==> src/rtl/rxq_pkg.sv <==
package rxq_pkg;
  localparam int TAG_W = 3;

  // Per-character receive error tags; field order fixes bit positions:
  // bit 2 break, bit 1 parity, bit 0 framing.
  typedef struct packed {
    logic brk;
    logic par;
    logic frm;
  } rx_tag_t;

  function automatic logic tag_any(input rx_tag_t t);
    return t.brk | t.par | t.frm;
  endfunction
endpackage

==> src/rtl/rxq_store.sv <==
// Storage array with one write port and one registered read port.
// The read port tracks the next head address and bypasses a write that
// lands on that address, so the head word is ready the cycle after it.
module rxq_store #(
  parameter int WORD_W = 11,
  parameter int DEPTH  = 64,
  localparam int AW    = (DEPTH > 1) ? $clog2(DEPTH) : 1
) (
  input  logic              clk,
  input  logic              rst,
  input  logic              we,
  input  logic [AW-1:0]     waddr,
  input  logic [WORD_W-1:0] wdata,
  input  logic [AW-1:0]     raddr,
  output logic [WORD_W-1:0] rdata
);
  logic [WORD_W-1:0] mem [DEPTH];

  always_ff @(posedge clk) begin
    if (we) mem[waddr] <= wdata;
  end

  always_ff @(posedge clk) begin
    if (rst)                        rdata <= '0;
    else if (we && waddr == raddr)  rdata <= wdata;
    else                            rdata <= mem[raddr];
  end
endmodule

==> src/rtl/rxq_ptrs.sv <==
// Pointer and occupancy control for the receive queue.
module rxq_ptrs #(
  parameter int DEPTH = 64,
  localparam int AW   = (DEPTH > 1) ? $clog2(DEPTH) : 1,
  localparam int CW   = $clog2(DEPTH + 1)
) (
  input  logic          clk,
  input  logic          rst,
  input  logic          wr_en,
  input  logic          rd_en,
  output logic          push_ok,
  output logic          pop_ok,
  output logic          ovf_evt,
  output logic [AW-1:0] wr_ptr,
  output logic [AW-1:0] rd_addr_nxt,
  output logic [CW-1:0] count,
  output logic          empty
);
  localparam logic [CW-1:0] FULL_CNT = CW'(DEPTH);
  localparam logic [AW-1:0] LAST_IDX = AW'(DEPTH - 1);

  logic [AW-1:0] rd_ptr;
  logic [CW-1:0] count_nxt;
  logic          full_w;

  function automatic logic [AW-1:0] bump(input logic [AW-1:0] p);
    return (p == LAST_IDX) ? '0 : p + 1'b1;
  endfunction

  assign full_w      = (count == FULL_CNT);
  assign push_ok     = wr_en && !full_w;
  assign pop_ok      = rd_en && !empty;
  assign ovf_evt     = wr_en && full_w;
  assign rd_addr_nxt = pop_ok ? bump(rd_ptr) : rd_ptr;

  always_comb begin
    count_nxt = count;
    if (push_ok && !pop_ok)      count_nxt = count + 1'b1;
    else if (pop_ok && !push_ok) count_nxt = count - 1'b1;
  end

  always_ff @(posedge clk) begin
    if (rst) begin
      wr_ptr <= '0;
      rd_ptr <= '0;
      count  <= '0;
      empty  <= 1'b1;
    end else begin
      if (push_ok) wr_ptr <= bump(wr_ptr);
      rd_ptr <= rd_addr_nxt;
      count  <= count_nxt;
      empty  <= (count_nxt == '0);
    end
  end


  count_bound_chk: assert property (@(posedge clk) disable iff (rst)
    count <= FULL_CNT);

  empty_match_chk: assert property (@(posedge clk) disable iff (rst)
    empty == (count == '0));

  pushpop_stable_chk: assert property (@(posedge clk) disable iff (rst)
    push_ok && pop_ok |=> $stable(count));

  full_drop_chk: assert property (@(posedge clk) disable iff (rst)
    wr_en && full_w && !rd_en |=> count == FULL_CNT);

  pop_empty_chk: assert property (@(posedge clk) disable iff (rst)
    rd_en && empty && !wr_en |=> empty && $stable(wr_ptr));
endmodule

==> src/rtl/rxq_errtrk.sv <==
// Tally of tagged entries held in the queue, plus the sticky overrun flag.
module rxq_errtrk #(
  parameter int DEPTH = 64,
  localparam int CW   = $clog2(DEPTH + 1)
) (
  input  logic          clk,
  input  logic          rst,
  input  logic          push_ok,
  input  logic          push_tagged,
  input  logic          pop_ok,
  input  logic          head_tagged,
  input  logic          ovf_evt,
  input  logic          stat_rd,
  input  logic [CW-1:0] count,
  output logic          any_err,
  output logic          overrun
);
  logic [CW-1:0] err_cnt;
  logic [CW-1:0] err_nxt;
  logic          inc, dec;

  assign inc = push_ok && push_tagged;
  assign dec = pop_ok && head_tagged;

  always_comb begin
    err_nxt = err_cnt;
    if (inc && !dec)      err_nxt = err_cnt + 1'b1;
    else if (dec && !inc) err_nxt = err_cnt - 1'b1;
  end

  always_ff @(posedge clk) begin
    if (rst) begin
      err_cnt <= '0;
      any_err <= 1'b0;
      overrun <= 1'b0;
    end else begin
      err_cnt <= err_nxt;
      any_err <= (err_nxt != '0);
      if (ovf_evt)      overrun <= 1'b1;
      else if (stat_rd) overrun <= 1'b0;
    end
  end


  err_le_count_chk: assert property (@(posedge clk) disable iff (rst)
    err_cnt <= count);

  tag_push_flag_chk: assert property (@(posedge clk) disable iff (rst)
    inc |=> any_err);

  ovr_hold_chk: assert property (@(posedge clk) disable iff (rst)
    overrun && !stat_rd |=> overrun);

  ovr_set_chk: assert property (@(posedge clk) disable iff (rst)
    ovf_evt |=> overrun);
endmodule

==> src/rtl/rxq_errtag_fifo.sv <==
module rxq_errtag_fifo #(
  parameter int DATA_W = 8,
  parameter int DEPTH  = 64,
  localparam int TW    = rxq_pkg::TAG_W,
  localparam int CW    = $clog2(DEPTH + 1),
  localparam int AW    = (DEPTH > 1) ? $clog2(DEPTH) : 1,
  localparam int WORD_W = DATA_W + TW
) (
  input  logic              clk,
  input  logic              rst,
  input  logic              wr_en,
  input  logic [DATA_W-1:0] wr_data,
  input  logic [TW-1:0]     wr_tags,
  input  logic              rd_en,
  input  logic              stat_rd,
  output logic [DATA_W-1:0] head_data,
  output logic [TW-1:0]     head_tags,
  output logic              any_err,
  output logic              empty,
  output logic [CW-1:0]     count,
  output logic              overrun
);
  import rxq_pkg::*;

  logic              push_ok, pop_ok, ovf_evt;
  logic [AW-1:0]     wr_ptr, rd_addr_nxt;
  logic [WORD_W-1:0] head_word;
  rx_tag_t           head_tag_s, in_tag_s;

  assign in_tag_s = rx_tag_t'(wr_tags);

  rxq_ptrs #(.DEPTH(DEPTH)) ptrs_i (
    .clk         (clk),
    .rst         (rst),
    .wr_en       (wr_en),
    .rd_en       (rd_en),
    .push_ok     (push_ok),
    .pop_ok      (pop_ok),
    .ovf_evt     (ovf_evt),
    .wr_ptr      (wr_ptr),
    .rd_addr_nxt (rd_addr_nxt),
    .count       (count),
    .empty       (empty)
  );

  rxq_store #(.WORD_W(WORD_W), .DEPTH(DEPTH)) store_i (
    .clk   (clk),
    .rst   (rst),
    .we    (push_ok),
    .waddr (wr_ptr),
    .wdata ({wr_tags, wr_data}),
    .raddr (rd_addr_nxt),
    .rdata (head_word)
  );

  assign head_tag_s = rx_tag_t'(head_word[WORD_W-1 -: TW]);
  assign head_data  = head_word[DATA_W-1:0];
  assign head_tags  = empty ? '0 : TW'(head_tag_s);

  rxq_errtrk #(.DEPTH(DEPTH)) errtrk_i (
    .clk         (clk),
    .rst         (rst),
    .push_ok     (push_ok),
    .push_tagged (tag_any(in_tag_s)),
    .pop_ok      (pop_ok),
    .head_tagged (tag_any(head_tag_s)),
    .ovf_evt     (ovf_evt),
    .stat_rd     (stat_rd),
    .count       (count),
    .any_err     (any_err),
    .overrun     (overrun)
  );


  head_err_flag_chk: assert property (@(posedge clk) disable iff (rst)
    (head_tags != '0) |-> any_err);

  empty_noerr_chk: assert property (@(posedge clk) disable iff (rst)
    empty |-> !any_err);
endmodule

==> config.mk <==
export PLATFORM = sky130hd
export DESIGN_NAME = rxq_errtag_fifo
export DESIGN_NICKNAME = d
export VERILOG_FILES = /design/src/rtl/rxq_pkg.sv /design/src/rtl/rxq_store.sv /design/src/rtl/rxq_ptrs.sv /design/src/rtl/rxq_errtrk.sv /design/src/rtl/rxq_errtag_fifo.sv
export SDC_FILE = /design/constraint.sdc
export NUM_CORES = 1
export LEC_CHECK = 0
export BUFFER_PORTS_ARGS = -buffer_cell sky130_fd_sc_hd__buf_4
export CORE_ASPECT_RATIO = 0.75
export CORE_MARGIN = 2
export CORE_UTILIZATION = 43
export DETAILED_ROUTE_END_ITERATION = 12
export PLACE_DENSITY_LB_ADDON = 0.25
export REMOVE_ABC_BUFFERS = 1
export SYNTH_ARGS = -nofsm -noshare
export SYNTH_HDL_FRONTEND = slang
export SYNTH_SLANG_ARGS = --single-unit
==> constraint.sdc <==
create_clock -name clk -period 2.3 [get_ports clk]
set_input_delay 0.46 -clock clk [delete_from_list [all_inputs] [get_ports clk]]
set_output_delay 0.46 -clock clk [all_outputs]
set_load 0.05 [all_outputs]
==> After elaboration in Yosys (flattened, before gate mapping) <==
Memory sizes are Yosys's and may differ from the RTL's. A register that Yosys moved wholly into a read port is not among the register bits.
Cells that the tools add are included.
{ "totals": {"ff_bits": 29, "latch_bits": 0, "ram_bits": 704, "mem_bits_ro": 0, "input_bits": 16, "word_cells": 51, "mem_count": 1} }
{ "op_classes": {"addsub": 6, "multipliers": 0, "n_div": 0, "magnitude_cmp": 0, "eq_ne": 3, "shift": 0, "n_mux": 12, "n_bitwise": 4, "reduce_logical": 18} }
{ "mem_list": {"columns": ["memory", "words", "width", "rd", "rd_ports_with_merged_regs", "wr", "line", "source"], "rows": [
  ["store_i.mem", 64, 11, 1, 1, 1, "rxq_store.sv:17", "logic [WORD_W-1:0] mem [DEPTH];"]
]} }
{ "op_table": {"columns": ["op", "count"], "rows": [
  ["two-way mux 7 bit", 4],
  ["two-way mux 6 bit", 3],
  ["adder 7 x 1 -> 7 bit, second input constant", 2],
  ["subtractor 7 x 1 -> 7 bit, second input constant", 2],
  ["adder 6 x 1 -> 6 bit, second input constant", 2],
  ["== test 6 bit, second input constant", 2],
  ["logical AND 1 bit", 9],
  ["== test 7 bit, second input constant", 1],
  ["zero test 7 bit", 1],
  ["nonzero test 7 bit", 1],
  ["zero test 1 bit", 6],
  ["two-way mux 1 bit", 4],
  ["OR 1 bit", 4],
  ["two-way mux 3 bit", 1],
  ["nonzero test 2 bit", 1]
]} }

==> Longest topological paths before layout <==
{ "depth": {"depth_word": 9, "depth_mapped": 13} }

==> Cells and area by module <==
Synthesis repeated with hierarchy kept, for this count alone.
{ "hier_totals": {"hier_cells": 1431, "hier_area_um2": 29245.5} }
{ "modules_own_cells": {"columns": ["module", "instances", "cells_per_inst", "area_per_inst_um2", "seq_area_each_um2"], "rows": [
  ["rxq_store", 1, 1219, 27450.1, 21360.5],
  ["rxq_ptrs", 1, 137, 1184.9, 400.4],
  ["rxq_errtrk", 1, 70, 579.3, 180.2],
  ["rxq_errtag_fifo", 1, 5, 31.3, 0.0]
]} }

==> Least setup slack after synthesis <==
OpenSTA, ideal clock, no wires.
{ "synth_path": {"path_type": "reg-to-reg", "from": "register ptrs_i.count[0]", "to": "memory store_i.mem[61][0], enable pin", "setup_time_ps": 378, "arrival_ps": 2588, "path_slack_ps": -666, "path_stages_with_launch": 7, "n_path_buf": 1, "path_cell_list": "dfxtp_1 inv_1 ha_1 a41oi_2 clkbuf_1 nand4b_1 nor2_1"} }
{ "synth_via": {"elab_chain_cells": 5} }
{ "synth_rtl": {"columns": ["element", "line", "source"], "rows": [
  ["start, declared", "rxq_ptrs.sv:16", "output logic [CW-1:0] count,"],
  ["start signal, assigned", "rxq_ptrs.sv:51", "count <= count_nxt;"],
  ["== test 7 bit", "rxq_ptrs.sv:30", "assign full_w = (count == FULL_CNT);"],
  ["zero test 1 bit", "rxq_ptrs.sv:31", "assign push_ok = wr_en && !full_w;"],
  ["logical AND 1 bit", "rxq_ptrs.sv:31", null],
  ["two-way mux 1 bit", "rxq_store.sv:20", "if (we) mem[waddr] <= wdata;"],
  ["two-way mux 1 bit (implied by the code)", "rxq_store.sv:20", null],
  ["end, declared", "rxq_store.sv:17", null]
]} }
Every way passes these cells.

==> Final worst setup path <==
{ "layout_path": {"from": "register ptrs_i.empty", "to": "register store_i.rdata[2] (read register of store_i.mem)"} }
{ "layout_via": {"elab_chain_cells": 3} }
{ "layout_rtl": {"columns": ["element", "line", "source"], "rows": [
  ["start, declared", "rxq_ptrs.sv:17", "output logic empty"],
  ["start signal, assigned", "rxq_ptrs.sv:52", "empty <= (count_nxt == '0);"],
  ["zero test 1 bit", "rxq_ptrs.sv:32", "assign pop_ok = rd_en && !empty;"],
  ["logical AND 1 bit", "rxq_ptrs.sv:32", null],
  ["two-way mux 6 bit", "rxq_ptrs.sv:34", "assign rd_addr_nxt = pop_ok ? bump(rd_ptr) : rd_ptr;"],
  ["end, declared", "rxq_store.sv:15", "output logic [WORD_W-1:0] rdata"]
]} }
Every way passes these cells.
A chain may end at the register's enable or synchronous reset.

==> flow_summary.yaml <==
pwr:
  pwr-share-clk_pct: 34.2
  power.total_uw: 33170
  peakVddDrop_uv: 805.6
  seqPwrFrac_pct: 45.9
  p_leak_uw: 0.01301
  power_density_nw_per_um2: 872.2
  p_int_uw: 24050
  combPwrFrac_pct: 19.9
  switching_share_pct: 27.50
  switching_power_uw: 9121
finish:
  final_cell_mix: "edfxtp_1 (704), nand2_1 (557), buf_4 (335)"
  syn2layout_area_growth_pct: 28.35
  nets: 2586
  instances_no_fill: 3509
  multiInputGateArea_um2: 8213
  fill_cells: 5422
  drive_gt1_share_pct: 27.68
  final_common_cell: "edfxtp_1"
  seq_area_um2: 21950
grt:
  grt_pass1_vias: 19680
  use_met2_pct: 36.30
  gr-usage-met1_pct: 36.80
  grt_antenna_before_repair: 2
  grt_max_degree: 66
  grt.busiest_layer: "met1"
  track_usage_pct: 24.87
  grt_pass1_wl_um: 129700
  met3_usage_pct: 6.282
  globalRoute.totalOverflow: 0
drt:
  wl_per_cell_um: 25.47
  num_vias: 20450
  drc_errors: 0
  viasPerCell: 5.827
  drt-initial-drc-count: 2769
  wirelength_um: 89370
  dr.pass1.iters: 5
  antenna_left: 0
critical_path:
  critPathMaxFanout: 39
  ff2ff_path_depth: 12
  max_stage_delay_ns: 0.35
  cp-start-kind: "flip-flop"
  r2r_start: "ptrs_i.empty"
  slowest_stage: "dfxtp_4"
  critPathRequiredTime_ns: 2.87
  crit_chain: "nor2b_4 > buf_6 > buf_12 > mux2i_4 > o21ai_4 > buf_12 > a32oi_4 > a31oi_2 > buf_4 > nor4_4 > nand2_1 > nand2_1"
  end_kind: "flip-flop"
  reg2reg_setup_slack_ns: -0.32
  critPathKind: "reg -> reg"
  crit_arrival_ns: 3.20
  worstReg2RegEnd: "store_i.rdata[2]"
floorplanning:
  start_util_pct: 43.36
  fp-row-count: 83
  die_y_um: 231.3
  coreArea_um2: 68330
  dieArea_um2: 71040
  die_w_um: 307.1
  top_level_ports: 37
synthesis:
  synth_cell_types: 60
  synth_area_leaders: "edfxtp_1 (71%), nand2_1 (7.2%), nand3_1 (3.1%)"
  synth_edf_count: 704
  yosys_warnings: 0
  syn_avg_cell_area_um2: 13.58
  synth_area_um2: 29630
  synth_top_area_cell: "edfxtp_1"
  yosysSeqAreaShare_pct: 74.06
  yosys_register_bits: 744
  synth_ff_type: "edfxtp_1"
  yosysTopAreaCellShare_pct: 71.35
  ys_async_sr_fraction_pct: 0
  syn_inst: 2181
sta:
  tightest_slew_ns: 0.9770
  skew_ns: 0.03015
  relSlewSlack_pct: 34.87
  finalHoldViolations: 0
  drv_slew: 0
  fin_ws_ns: -0.3230
  grt_setup_unrepaired: "true"
  period_share_pct: 114.0
  setup-violations-final: 11
  period_minus_slack_ns: 2.623
  setup_tns_ns: -3.046
  clock.fmax_mhz: 381.2
  hold_ws_ns: 0.1528
placed_design:
  gp_congestion: 0.9073
  portBuffers: 36
  hpwlAfterDp_um: 54900
  dp.cells: 3310
cts:
  hold_buffers: 0
  htree_levels: 3
  clkLatencyLatePin_ns: 0.65
  clk_pin_slew_ns: 0.06
  clock-root-buffer: "clkbuf_16"
  cts_buffer_depth: 3
  cts_tree: "built"
  cts_buffers: 71
  cts_sinks: 744
worst_hold_path:
  hold_path_depth: 4
  min-delay-start: "stat_rd"
  hold_path_end: "errtrk_i.overrun"
  worstHoldPathType: "in -> reg"
outcome:
  violations: "setup timing"
  outcome: "finished, violations left"
run:
  drv_cap: 0
[sequential cells by signal, summed over array words and instances (netlist names)]
signal / flops
errtrk_i.overrun: 1
store_i.mem: 704
errtrk_i.err_cnt: 7
ptrs_i.count: 7
ptrs_i.wr_ptr: 6
ptrs_i.rd_ptr: 6
store_i.rdata: 11
errtrk_i.any_err: 1
ptrs_i.empty: 1
[metrics by stage]
step	utilization, %	setup WS, ns	instance area [µm²]
after floorplan	-	-5.940	28890
after global placement	48.94	-0.9552	33440
after detailed placement	48.95	-0.9903	33450
after CTS	54.48	-0.2557	37230
after global routing	55.65	-0.3895	38030
final	55.65	-0.3230	38030
[synthesized netlist by cell type, drive strengths merged, types with 5 or more instances]
master and n:
ha 7, dfxtp 40, nand4 8, edfxtp 704, nor2b 5, xnor2 10, inv 9, nand3 185
o21ai 7, nand2 570, clkbuf 55, mux2i 93, and3 8, a32oi 90, nor4 25, a22oi 12
nor2 103, buf 89, a21oi 6, nor3 10, xor2 10, a31oi 91, nand3b 6
[cell families after synthesis]
family | synth area share (%)
fa+ha+maj | 0.2956
buf+inv | 2.618
flops | 74.06
simple gates | 13.39
mux | 3.205
compound gates | 5.820
xor+xnor | 0.6166
[critical path, delay by kind of cell, from the launching register on]
| kind | cells | cell delay [ns] |
|---|---|---|
| DFF | 1 | 0.35 |
| buffers and inverters | 4 | 0.63 |
| muxes | 1 | 0.29 |
| and+or+nand+nor | 4 | 0.61 |
| AOI/OAI and AO/OA | 3 | 0.60 |
[what timing repair did]
action / CTS / global route
pin swaps: 71 / 49
endpoints found under the setup margin: 193 / 379
gates resized for setup: 154 / 150
cloned: 9 / 13
setup buffers: 47 / 13
[cell type report]
cell class                 instances  share of cell area (%)
tap                              892                   2.935
sequential                       744                   57.72
multi-input combinational       1284                   21.60
clock buffer                      85                   4.810
timing repair buffer             453                   11.86
inverter                           9                 0.08884
antenna                            1                0.006580
clock inverter                    41                  0.9838
[power by group through the flow]
stage                     Sequential (µW)  Clock, µW  Combinational, µW
after global routing                15200      12000               6970
after floorplan                     15700          0               2540
final                               15200      11400               6600
after detailed placement            15500          0               5340
after global placement              15500          0               5290
after CTS                           15200      11500               6220
[layer usage]
metal | part of all wire, % | up-vias
met3 | 11 | 148
met4 | 3.0 | 0
li1 | - | 8927
met5 | 0 | -
met2 | 43 | 1101
met1 | 42 | 10270
[worst max-delay path by stage]
| stage | start | endpoint |
|---|---|---|
| final | ptrs_i.empty | store_i.rdata[2] |
| after floorplan | ptrs_i.empty | store_i.rdata[7] |
| after global placement | rd_en | store_i.rdata[7] |
| after detailed placement | rd_en | store_i.rdata[7] |
| after global routing | ptrs_i.empty | store_i.rdata[7] |
| after CTS | ptrs_i.empty | store_i.rdata[7] |
Note: power is estimated with default switching activity, not from simulation.
